### src/rtl/adc_shift_pkg.sv
package adc_shift_pkg;

  // level and one-cycle edge flags of an oversampled pin
  typedef struct packed {
    logic lvl;
    logic rise;
    logic fall;
  } pin_ev_t;

endpackage

### src/rtl/adc_edge_sync.sv
module adc_edge_sync
  import adc_shift_pkg::*;
#(
  parameter int   STAGES = 2,
  parameter logic IDLE   = 1'b1
) (
  input  logic    clk,
  input  logic    rst,
  input  logic    pin_i,
  output pin_ev_t ev_o
);

  logic [STAGES-1:0] chain;
  logic              prev;

  for (genvar g = 0; g < STAGES; g++) begin : g_stage
    if (g == 0) begin : g_first
      always_ff @(posedge clk) begin
        if (rst) chain[0] <= IDLE;
        else     chain[0] <= pin_i;
      end
    end else begin : g_next
      always_ff @(posedge clk) begin
        if (rst) chain[g] <= IDLE;
        else     chain[g] <= chain[g-1];
      end
    end
  end

  always_ff @(posedge clk) begin
    if (rst) prev <= IDLE;
    else     prev <= chain[STAGES-1];
  end

  always_comb begin
    ev_o.lvl  = chain[STAGES-1];
    ev_o.rise = chain[STAGES-1] & ~prev;
    ev_o.fall = ~chain[STAGES-1] & prev;
  end

endmodule

### src/rtl/adc_frame_seq.sv
module adc_frame_seq
  import adc_shift_pkg::*;
#(
  parameter int DATA_W    = 12,
  parameter int FRAME_LEN = 16
) (
  input  logic    clk,
  input  logic    rst,
  input  pin_ev_t sclk_ev,
  input  pin_ev_t sel_ev,
  output logic    load_o,
  output logic    shift_o,
  output logic    oe_o,
  output logic    track_o,
  output logic    done_o,
  output logic    abort_o
);

  localparam int CNT_W       = $clog2(FRAME_LEN + 1);
  localparam int TRACK_AFTER = DATA_W + 1;

  logic             active;
  logic [CNT_W-1:0] fall_cnt;
  logic             cnt_room;

  assign cnt_room = fall_cnt < CNT_W'(FRAME_LEN);
  assign load_o   = sel_ev.fall;
  assign shift_o  = active & sclk_ev.fall & cnt_room & ~sel_ev.fall & ~sel_ev.rise;

  always_ff @(posedge clk) begin
    if (rst) begin
      active   <= 1'b0;
      fall_cnt <= '0;
      oe_o     <= 1'b0;
      track_o  <= 1'b1;
      done_o   <= 1'b0;
      abort_o  <= 1'b0;
    end else begin
      done_o  <= 1'b0;
      abort_o <= 1'b0;
      if (sel_ev.fall) begin
        active   <= 1'b1;
        fall_cnt <= '0;
        oe_o     <= 1'b1;
        track_o  <= 1'b0;
      end else if (sel_ev.rise) begin
        active  <= 1'b0;
        oe_o    <= 1'b0;
        track_o <= 1'b1;
        if (!track_o) abort_o <= 1'b1;
      end else if (active) begin
        if (sclk_ev.fall && cnt_room) begin
          fall_cnt <= fall_cnt + 1'b1;
          if (fall_cnt == CNT_W'(FRAME_LEN - 1)) oe_o <= 1'b0;
        end
        if (sclk_ev.rise && !track_o && fall_cnt >= CNT_W'(TRACK_AFTER)) begin
          track_o <= 1'b1;
          done_o  <= 1'b1;
        end
      end
    end
  end

endmodule

### src/rtl/adc_frame_shreg.sv
module adc_frame_shreg #(
  parameter int DATA_W    = 12,
  parameter int FRAME_LEN = 16,
  parameter int LEAD      = 2
) (
  input  logic              clk,
  input  logic              rst,
  input  logic              load_i,
  input  logic              shift_i,
  input  logic [DATA_W-1:0] result_i,
  output logic              bit_o
);

  localparam int TRAIL = FRAME_LEN - LEAD - DATA_W;

  logic [FRAME_LEN-1:0] sreg;
  logic [FRAME_LEN-1:0] frame;

  assign frame = FRAME_LEN'(result_i) << TRAIL;

  always_ff @(posedge clk) begin
    if (rst)          sreg <= '0;
    else if (load_i)  sreg <= frame;
    else if (shift_i) sreg <= {sreg[FRAME_LEN-2:0], 1'b0};
  end

  assign bit_o = sreg[FRAME_LEN-1];

endmodule

### src/rtl/adc_serial_shifter.sv
module adc_serial_shifter
  import adc_shift_pkg::*;
#(
  parameter int DATA_W      = 12,
  parameter int FRAME_LEN   = 16,
  parameter int SYNC_STAGES = 2
) (
  input  logic              clk,
  input  logic              rst,
  input  logic              ser_clk_i,
  input  logic              sel_n_i,
  input  logic [DATA_W-1:0] result_i,
  output logic              dout_o,
  output logic              dout_oe,
  output logic              track_o,
  output logic              done_o,
  output logic              abort_o
);

  localparam int LEAD = 2;

  pin_ev_t sclk_ev;
  pin_ev_t sel_ev;
  logic    load;
  logic    shift;

  adc_edge_sync #(.STAGES(SYNC_STAGES), .IDLE(1'b1)) u_sclk_sync (
    .clk(clk), .rst(rst), .pin_i(ser_clk_i), .ev_o(sclk_ev)
  );

  adc_edge_sync #(.STAGES(SYNC_STAGES), .IDLE(1'b1)) u_sel_sync (
    .clk(clk), .rst(rst), .pin_i(sel_n_i), .ev_o(sel_ev)
  );

  adc_frame_seq #(.DATA_W(DATA_W), .FRAME_LEN(FRAME_LEN)) u_seq (
    .clk(clk), .rst(rst), .sclk_ev(sclk_ev), .sel_ev(sel_ev),
    .load_o(load), .shift_o(shift), .oe_o(dout_oe), .track_o(track_o),
    .done_o(done_o), .abort_o(abort_o)
  );

  adc_frame_shreg #(.DATA_W(DATA_W), .FRAME_LEN(FRAME_LEN), .LEAD(LEAD)) u_shreg (
    .clk(clk), .rst(rst), .load_i(load), .shift_i(shift),
    .result_i(result_i), .bit_o(dout_o)
  );

endmodule

### config.mk
export PLATFORM = sky130hd
export DESIGN_NAME = adc_serial_shifter
export DESIGN_NICKNAME = d
export VERILOG_FILES = /design/src/rtl/adc_shift_pkg.sv /design/src/rtl/adc_edge_sync.sv /design/src/rtl/adc_frame_seq.sv /design/src/rtl/adc_frame_shreg.sv /design/src/rtl/adc_serial_shifter.sv
export SDC_FILE = /design/constraint.sdc
export NUM_CORES = 1
export LEC_CHECK = 0
export ABC_AREA = 1
export BUFFER_PORTS_ARGS = -buffer_cell sky130_fd_sc_hd__buf_2
export CORE_ASPECT_RATIO = 1.1
export CORE_UTILIZATION = 40
export CTS_CLUSTER_SIZE = 24
export DETAILED_ROUTE_END_ITERATION = 10
export PLACE_DENSITY = 0.63
export SLEW_MARGIN = 20
export SYNTH_ARGS = -nofsm -noshare
export SYNTH_HDL_FRONTEND = slang
export SYNTH_SLANG_ARGS = --single-unit
### constraint.sdc
create_clock -name clk -period 1.8 [get_ports clk]
set_clock_uncertainty 0.05 [all_clocks]
set_input_delay 0.36 -clock clk [delete_from_list [all_inputs] [get_ports clk]]
set_output_delay 0.36 -clock clk [all_outputs]
set_load 0.01 [all_outputs]
# Word-level counts from Yosys, hierarchy flattened
# Index checks and enable logic that the tools add are counted.
dict set report op_classes {
  add_sub_neg 1
  n_lt_le_gt_ge 2
  n_eq_ne 1
  n_mux 15
  bitwise 15
  n_reduce_logical 16
}
# cell n
set op_table {}
lappend op_table {{two-way mux 14 bit} 2}
lappend op_table {{two-way mux 1 bit} 13}
lappend op_table {{nonzero test 3 bit} 4}
lappend op_table {{bitwise AND 1 bit} 8}
lappend op_table {{NOT 1 bit} 7}
lappend op_table {{AND reduction 3 bit} 2}
lappend op_table {{adder 5 x 1 -> 5 bit (second input constant)} 1}
lappend op_table {{== test 5 x 4 -> 1 bit (second input constant)} 1}
lappend op_table {{>= comparator 5 x 4 -> 1 bit (second input constant)} 1}
lappend op_table {{less-than comparator 5 bit (second input constant)} 1}
lappend op_table {{nonzero test 2 bit} 2}
lappend op_table {{OR reduction 4 bit} 1}
lappend op_table {{logical AND 1 bit} 3}
lappend op_table {{OR reduction 3 bit} 1}
lappend op_table {{AND reduction 2 bit} 1}
lappend op_table {{OR reduction 2 bit} 1}
lappend op_table {{zero test 1 bit} 1}
dict set report word_totals {
  register_bits 30
  output_inout_bits 5
  wordCells 64
}

# Longest topological paths before layout
# Gate-level depths: netlist (run 1).
dict set report depth {
  ltp_word 8
  depth_mapped 10
  ltp_nobuf 10
}

# Modules after synthesis
# Synthesis (run 1) repeated with hierarchy kept, for this count alone.
dict set report hier_totals {
  cells_unflattened 192
  hier_area_um2 1351.3
}
# module n_inst cells_each area_each_um2
set modules_own_cells {}
lappend modules_own_cells {adc_frame_shreg 1 100 654.4}
lappend modules_own_cells {adc_frame_seq 1 64 486.7}
lappend modules_own_cells {adc_edge_sync 2 14 105.1}

# Least setup slack after synthesis (run 1)
# OpenSTA, ideal clock, no wires.
dict set report synth_path {
  path_type {register -> register}
  startpoint {reg u_sel_sync.chain[1] (netlist: u_sel_sync.ev_o[2])}
  endpoint {reg u_shreg.sreg[13]}
  arrival_ns 1.158
  path_slack_ns 0.522
  stages_incl_launch_ff 9
  period_less_slack_ns 1.278
  cell_sequence {dfxtp_1 -> inv_1 -> ha_1 -> inv_2 -> buf_2 -> nand2_1 -> nand2_1 -> nand2_1 -> a21oi_1}
}
dict set report synth_via {
  elab_chain_cells 6
}
# item line_no
set synth_rtl {}
lappend synth_rtl {{from (decl)} adc_edge_sync.sv:13} ;# logic [STAGES-1:0] chain;
lappend synth_rtl {{from (signal, indexed assignment)} adc_edge_sync.sv:25} ;# else chain[g] <= chain[g-1];
lappend synth_rtl {{NOT 1 bit *} adc_edge_sync.sv:38} ;# ev_o.fall = ~chain[STAGES-1] & prev;
lappend synth_rtl {{bitwise AND 1 bit *} adc_edge_sync.sv:38}
lappend synth_rtl {{via load} adc_serial_shifter.sv:24} ;# logic load;
lappend synth_rtl {{NOT 1 bit} adc_frame_seq.sv:28} ;# assign shift_o = active & sclk_ev.fall & cnt_room & ~sel_ev.fall & ~sel_ev.rise;
lappend synth_rtl {{bitwise AND 1 bit (2 in series)} adc_frame_seq.sv:28}
lappend synth_rtl {{nonzero test 2 bit (no line)} --}
lappend synth_rtl {{to (signal assigned)} adc_frame_shreg.sv:23} ;# else if (load_i) sreg <= frame;
lappend synth_rtl {{to (signal assigned)} adc_frame_shreg.sv:24} ;# else if (shift_i) sreg <= {sreg[FRAME_LEN-2:0], 1'b0};
lappend synth_rtl {{to (decl)} adc_frame_shreg.sv:16} ;# logic [FRAME_LEN-1:0] sreg;
# Mark *: on every way through the listed nets, which the timed path passes. The rest lies on a longest branch.
# A chain may end at the register's enable or synchronous reset.

# Worst setup path in the final report (run 1)
dict set report layout_path {
  startpoint {reg u_sel_sync.chain[1] (netlist: u_sel_sync.ev_o[2])}
  endpoint {reg u_shreg.sreg[4]}
}
# The elaborated chain is that of the path after synthesis.

==> impl_metrics.csv, run 1 <==
group,metric,value,unit
synthesis,synth_largest_area_cell,"dfxtp_1",
synthesis,synth_most_common_cell,"nand2_1",
sta,slew_headroom,0.774,
synthesis,ys_async_sr_fraction,0,
layout,areaGrowthSynthToFinish,13.3,%
clocking,clkSlewWorstSetupHoldPaths,100,ps
sta,fin_crit,1520,ps
sta,slew_violations,0,
synthesis,ys_ff_latch,30,
floorplan,rows,21,
layout,fin_util,0.483,
clocking,post_cts_resized,0,
floorplan,die_h,62.3,um
synthesis,synth_commonest_cells,"nand2_1 (62), dfxtp_1 (30), a21oi_1 (17), nand3_1 (17), nor2_1 (14)",
synthesis,yosys_warnings,0,
synthesis,synthCells,182,
route,wirelength,2560,um
clocking,cts_tree,"built",
grt,antenna_found_initial,0,
sta,period_share,0.847,
route,ant_nets,0,
power,p_comb_frac,0.065,
setup_path,start_kind,"register",
route,dr.first_iter.drc_count,47,
clocking,h-tree-depth,2,
clocking,cts_buffer_depth,2,
clocking,root_buffer,"clkbuf_4",
floorplan,io_pins,21,
placed_design,dp_hpwl,1800,um
synthesis,synth_cell_types,20,
clocking,cts_hold_buf,0,
grt,grt_overflow,0,
placed_design,dp.cells,231,
clocking,cts_sinks,30,
sta,rsz0062_at_grt,"false",
route,post_drt_wl_per_cell,10.7,um
power,cellInternalPower,0.894,mW
grt,grt_pass1_vias,1077,
clocking,post_cts_buffers,0,
synthesis,synth_area_leaders,"dfxtp_1 (45%), nand2_1 (18%), a21oi_1 (6.4%)",
synthesis,seq_area_frac_synth,0.455,
sta,setup_viol,0,
clocking,clock_latency,330,ps
route,drcViolationCount,2,
layout,drive_above_1_share,0.205,
power,ir_drop,0.444,mV
placed_design,portBuffers,20,
synthesis,synth_edf_count,0,
route,vias,1176,
setup_path,cp.arrival,1740,ps
layout,finalNonFillerCells,239,
min_path,hp-class,"in2reg",
grt,grt_max_degree,25,
synthesis,mappedNetlistArea,1320,um2
grt,grt_pass1_wl,4370,um
setup_path,end_kind,"register",
sta,max_clock_freq,656,MHz
grt,track_usage,0.161,
synthesis,synth_top_area_frac,0.455,
synthesis,synth_nets,203,
placed_design,place_congestion,0.736,
route,routed_via_density,4.92,
floorplan,dieArea,3540,um2
floorplan,die_w,56.8,um
power,p_seq_frac,0.580,
power,p_clk_frac,0.355,
sta,setup_tns,0,ps
sta,hold_viol_final,0,
setup_path,path_max_fanout,24,
layout,nets,225,
power,p_per_area,784,nW/um2
route,firstDrtPassIters,8,
status,status,"complete, but fails checks",
floorplan,core_area,3100,um2
power,power_switching,0.279,mW
synthesis,synth.avg_cell_area,7.26,um2
status,violations,"DRC",
clocking,cts_made_buffers,5,
setup_path,critPathKind,"reg2reg",
layout,antennaDiodeCount,0,
setup_path,required,2010,ps
sta,worstMarginPinSlew,339,ps
power,p_leak,0.687,nW
floorplan,initial_core_util,0.426,
synthesis,synth_ff_type,"dfxtp_1",
run,drv_cap,0,
power,p_sw_frac,0.238,
==> cell type report <==
cell class	count	area, um2
Inverter	14	52.6
Multi-Input combinational cell	131	626
Clock buffer	7	55.1
Sequential cell	30	601
Tap cell	34	42.5
Timing Repair Buffer	22	115
Fill cell	337	1600
Clock inverter	1	5.00
==> worst max-delay path: stages (launching register included) <==
cell     delay, ps
dfxtp_1        350
inv_1           60
ha_1           280
inv_2          130
buf_4          260
nand2_1         70
nand2_1         70
nand2_1         60
a21oi_1        120
==> path summary, 6_finish.rpt <==
check	startpoint	to	slack, ps	cells past startpoint
worst max register to register	u_sel_sync.ev_o[2]	u_shreg.sreg[4]	280	8
worst max-delay path	u_sel_sync.ev_o[2]	u_shreg.sreg[4]	280	8
worst min register to register	u_sel_sync.chain[0]	u_sel_sync.ev_o[2]	380	1
worst min-delay path	ser_clk_i	u_sclk_sync.chain[0]	150	2
==> metrics by stage <==
step | instance area, um2 | power [mW] | hold WS [ps] | setup WS (ps)
3_3_place_gp | 1440 | 0.770 | 341 | 361
2_1_floorplan | 1320 | 0.744 | 339 | 522
3_5_place_dp | 1440 | 0.772 | 357 | 308
4_1_cts | 1500 | 1.19 | 138 | 279
5_1_grt | 1500 | 1.23 | 134 | 123
6_report | 1500 | 1.17 | 154 | 276
==> registers in the layout, summed over array words and instances, names as in the netlist <==
| signal | cells |
|---|---|
| u_sclk_sync.chain | 1 |
| u_sclk_sync.ev_o | 1 |
| u_sclk_sync.prev | 1 |
| u_sel_sync.chain | 1 |
| u_sel_sync.ev_o | 1 |
| u_sel_sync.prev | 1 |
| u_seq.abort_o | 1 |
| u_seq.active | 1 |
| u_seq.done_o | 1 |
| u_seq.fall_cnt | 5 |
| u_seq.oe_o | 1 |
| u_seq.track_o | 1 |
| u_shreg.sreg | 14 |
==> cells in the final DEF, fill, tap and decap left out, types with 2 or more instances in the layout <==
master,count
nand2_1,62
dfxtp_1,30
buf_2,20
nand3_1,17
a21oi_1,17
nor2_1,14
inv_1,10
ha_1,5
clkbuf_4,5
inv_2,4
or2_2,4
nand2_2,3
o21ai_0,3
nor3_1,2
buf_4,2
==> power by group through the flow <==
stage               logic (mW)  registers [mW]  clock network, mW
floorplan               0.0487           0.696                  0
global placement        0.0750           0.695                  0
detailed placement      0.0765           0.696                  0
CTS                     0.0767           0.680              0.433
global route            0.0869           0.681              0.464
finish                  0.0759           0.680              0.417
==> cells by family after synthesis <==
family,count (synthesis),share of synthesized area
simple gates,104,0.338
flops,30,0.455
compound gates,21,0.0814
buf+inv,21,0.0720
fa+ha+maj,5,0.0473
xor+xnor,1,0.00663
==> layer usage <==
| metal | track usage | up-vias | wire length (um) |
|---|---|---|---|
| li1 | - | 615 | - |
| met1 | 0.169 | 528 | 1100 |
| met2 | 0.281 | 27 | 1280 |
| met3 | 0.0563 | 6 | 107 |
| met4 | 0.0823 | 0 | 59 |
| met5 | 0 | - | 0 |
Note: power is estimated with default switching activity, not from simulation.
==> run 2, diff against run 1 <==
- PLACE_DENSITY: 0.63 -> 0.65
- clock period: 1.8 -> 1.2 ns (I/O delays scaled with it)
==> run 2 against run 1 <==
The run ends with setup timing left. Sequential power rose by 50%. Fmax is 24% higher. Sequential share of layout area decreased by 7.7 points. Non-clock buffer count grew 18. Die area is the same. First-iteration DRC count down 66%.
==> impl_metrics.csv, run 2 (synthesis gave the netlist of run 1 again) <==
group,metric,value,unit
layout,fin_util,0.608,
clocking,cts_buffer_depth,2,
floorplan,die_w,56.8,um
sta,fin_crit,1230,ps
clocking,root_buffer,"clkbuf_4",
grt,grt_overflow,0,
setup_path,end_kind,"register",
grt,grt-busiest-layer,"met2",
floorplan,initial_core_util,0.426,
setup_path,ff2ff_path_depth,8,
grt,grt_max_degree,13,
route,post_drt_wl_per_cell,11.1,um
setup_path,start_kind,"register",
min_path,holdCritStartpoint,"ser_clk_i",
clocking,cts_made_buffers,5,
layout,largest-register,"u_shreg.sreg",
grt,antenna_found_initial,0,
route,dr.first_iter.drc_count,16,
placed_design,place_congestion,0.737,
power,p_sw_frac,0.240,
min_path,hold_end,"u_sclk_sync.chain[0]",
power,p_leak,0.816,nW
floorplan,die_h,62.3,um
grt,grt_pass1_wl,4500,um
sta,setup_viol,14,
clocking,cts_sinks,30,
route,ant_nets,0,
route,drcViolationCount,0,
power,p_clk_frac,0.309,
setup_path,required,1370,ps
floorplan,io_pins,21,
power,cellInternalPower,1.31,mW
setup_path,critPathKind,"reg2reg",
status,violations,"setup timing",
placed_design,place_ws,-83.7,ps
layout,antennaDiodeCount,0,
layout,areaGrowthSynthToFinish,42.6,%
clocking,h-tree-depth,2,
placed_design,portBuffers,20,
layout,largest_reg_flops,14,
setup_path,timing.rr.end,"u_shreg.sreg[8]",
clocking,clkSlewWorstSetupHoldPaths,80,ps
grt,grt_use_met1,0.188,
sta,slew_headroom,0.788,
layout,final_common_cell,"nand2_1",
setup_path,cp.arrival,1390,ps
layout,nets,243,
power,p_comb_frac,0.102,
placed_design,dp_hpwl,1810,um
clocking,cts_tree,"built",
power,ir_drop,0.603,mV
route,vias,1244,
power,p_per_area,917,nW/um2
clocking,clock_latency,320,ps
status,status,"complete, but fails checks",
sta,slew_violations,0,
grt,grt_pass1_vias,1089,
grt,grt_use_met2,0.278,
layout,reg.largest.list,"u_shreg.sreg: 14 flops, u_seq.fall_cnt: 5 flops",
floorplan,rows,21,
sta,fin_ws,-27.5,ps
clocking,cts_hold_buf,0,
grt,track_usage,0.165,
route,routed_via_density,4.86,
floorplan,dieArea,3540,um2
setup_path,r2r_slack,-30,ps
route,wirelength,2840,um
grt,met3_usage,0.0583,
layout,mostFrequentLayoutCells,"nand2_1 (40), dfxtp_1 (26), nand2_2 (22)",
setup_path,path_max_fanout,6,
power,power,1.73,mW
power,power_switching,0.414,mW
route,firstDrtPassIters,4,
placed_design,dp.cells,245,
sta,max_clock_freq,815,MHz
sta,worstMarginPinSlew,315,ps
layout,finalNonFillerCells,256,
run,drv_cap,0,
sta,hold_viol_final,0,
floorplan,core_area,3100,um2
min_path,hold_depth,2,
power,p_seq_frac,0.588,
setup_path,r2r_start,"u_sel_sync.ev_o[2]",
layout,drive_above_1_share,0.455,
sta,rsz0062_at_grt,"true",
min_path,hp-class,"in2reg",
sta,period_share,1.02,
[run 2: worst max path at each step]
stage	start	end	slack (ps)	cells after the start
final	u_sel_sync.ev_o[2]	u_shreg.sreg[8]	-30	8
after global routing	u_seq.fall_cnt[0]	u_seq.fall_cnt[4]	-120	7
after CTS	u_sel_sync.prev	u_shreg.sreg[12]	-1	7
after detailed placement	u_sel_sync.ev_o[2]	u_shreg.sreg[12]	-80	8
after global placement	u_sel_sync.ev_o[2]	u_shreg.sreg[6]	-70	8
after floorplan	u_seq.fall_cnt[1]	u_seq.fall_cnt[4]	5	7
[run 2: area by class of cell]
cell class,instances,area [um2]
Sequential cell,30,611
Timing Repair Buffer,40,322
Multi-Input combinational cell,131,787
Inverter,14,77.6
Clock buffer,7,45.0
Fill cell,292,1220
Tap cell,34,42.5
[run 2: routing by layer]
layer  wire [um]  vias to the layer above
li1            -                      654
met4          46                        0
met1        1260                      559
met2        1410                       25
met3         123                        6
met5           0                        -
[run 2: metrics by stage]
stage / area, um2 / setup TNS (ps) / hold slack [ps]
4_1_cts: 1670 / -1.34 / 28.3
6_report: 1880 / -221 / 44.8
3_3_place_gp: 1570 / -748 / 341
3_5_place_dp: 1570 / -758 / 346
2_1_floorplan: 1340 / 0 / 294
5_1_grt: 1880 / -1550 / 27.5
[run 2: power by group through the flow]
stage	Clock [mW]	Combinational (mW)	Sequential, mW
2_1_floorplan	0	0.0764	1.04
3_3_place_gp	0	0.136	1.04
3_5_place_dp	0	0.137	1.04
4_1_cts	0.560	0.144	1.02
5_1_grt	0.593	0.196	1.02
6_report	0.535	0.177	1.02
[run 2: worst max-delay path: stages (launching register included)]
cell,delay [ps]
dfxtp_2,340
inv_2,70
ha_4,200
clkinv_8,100
buf_12,150
nand2_2,60
nand2_2,50
nand2_2,50
a21oi_2,40
[run 2: repair_timing]
item / CTS / global route
endpoints found under the setup margin: 18 / 23
resized for setup: 16 / 47
setup buffers: 0 / 2
pin swaps: 4 / 26
gates cloned: 0 / 2
hold endpoints to repair: 0 / 0
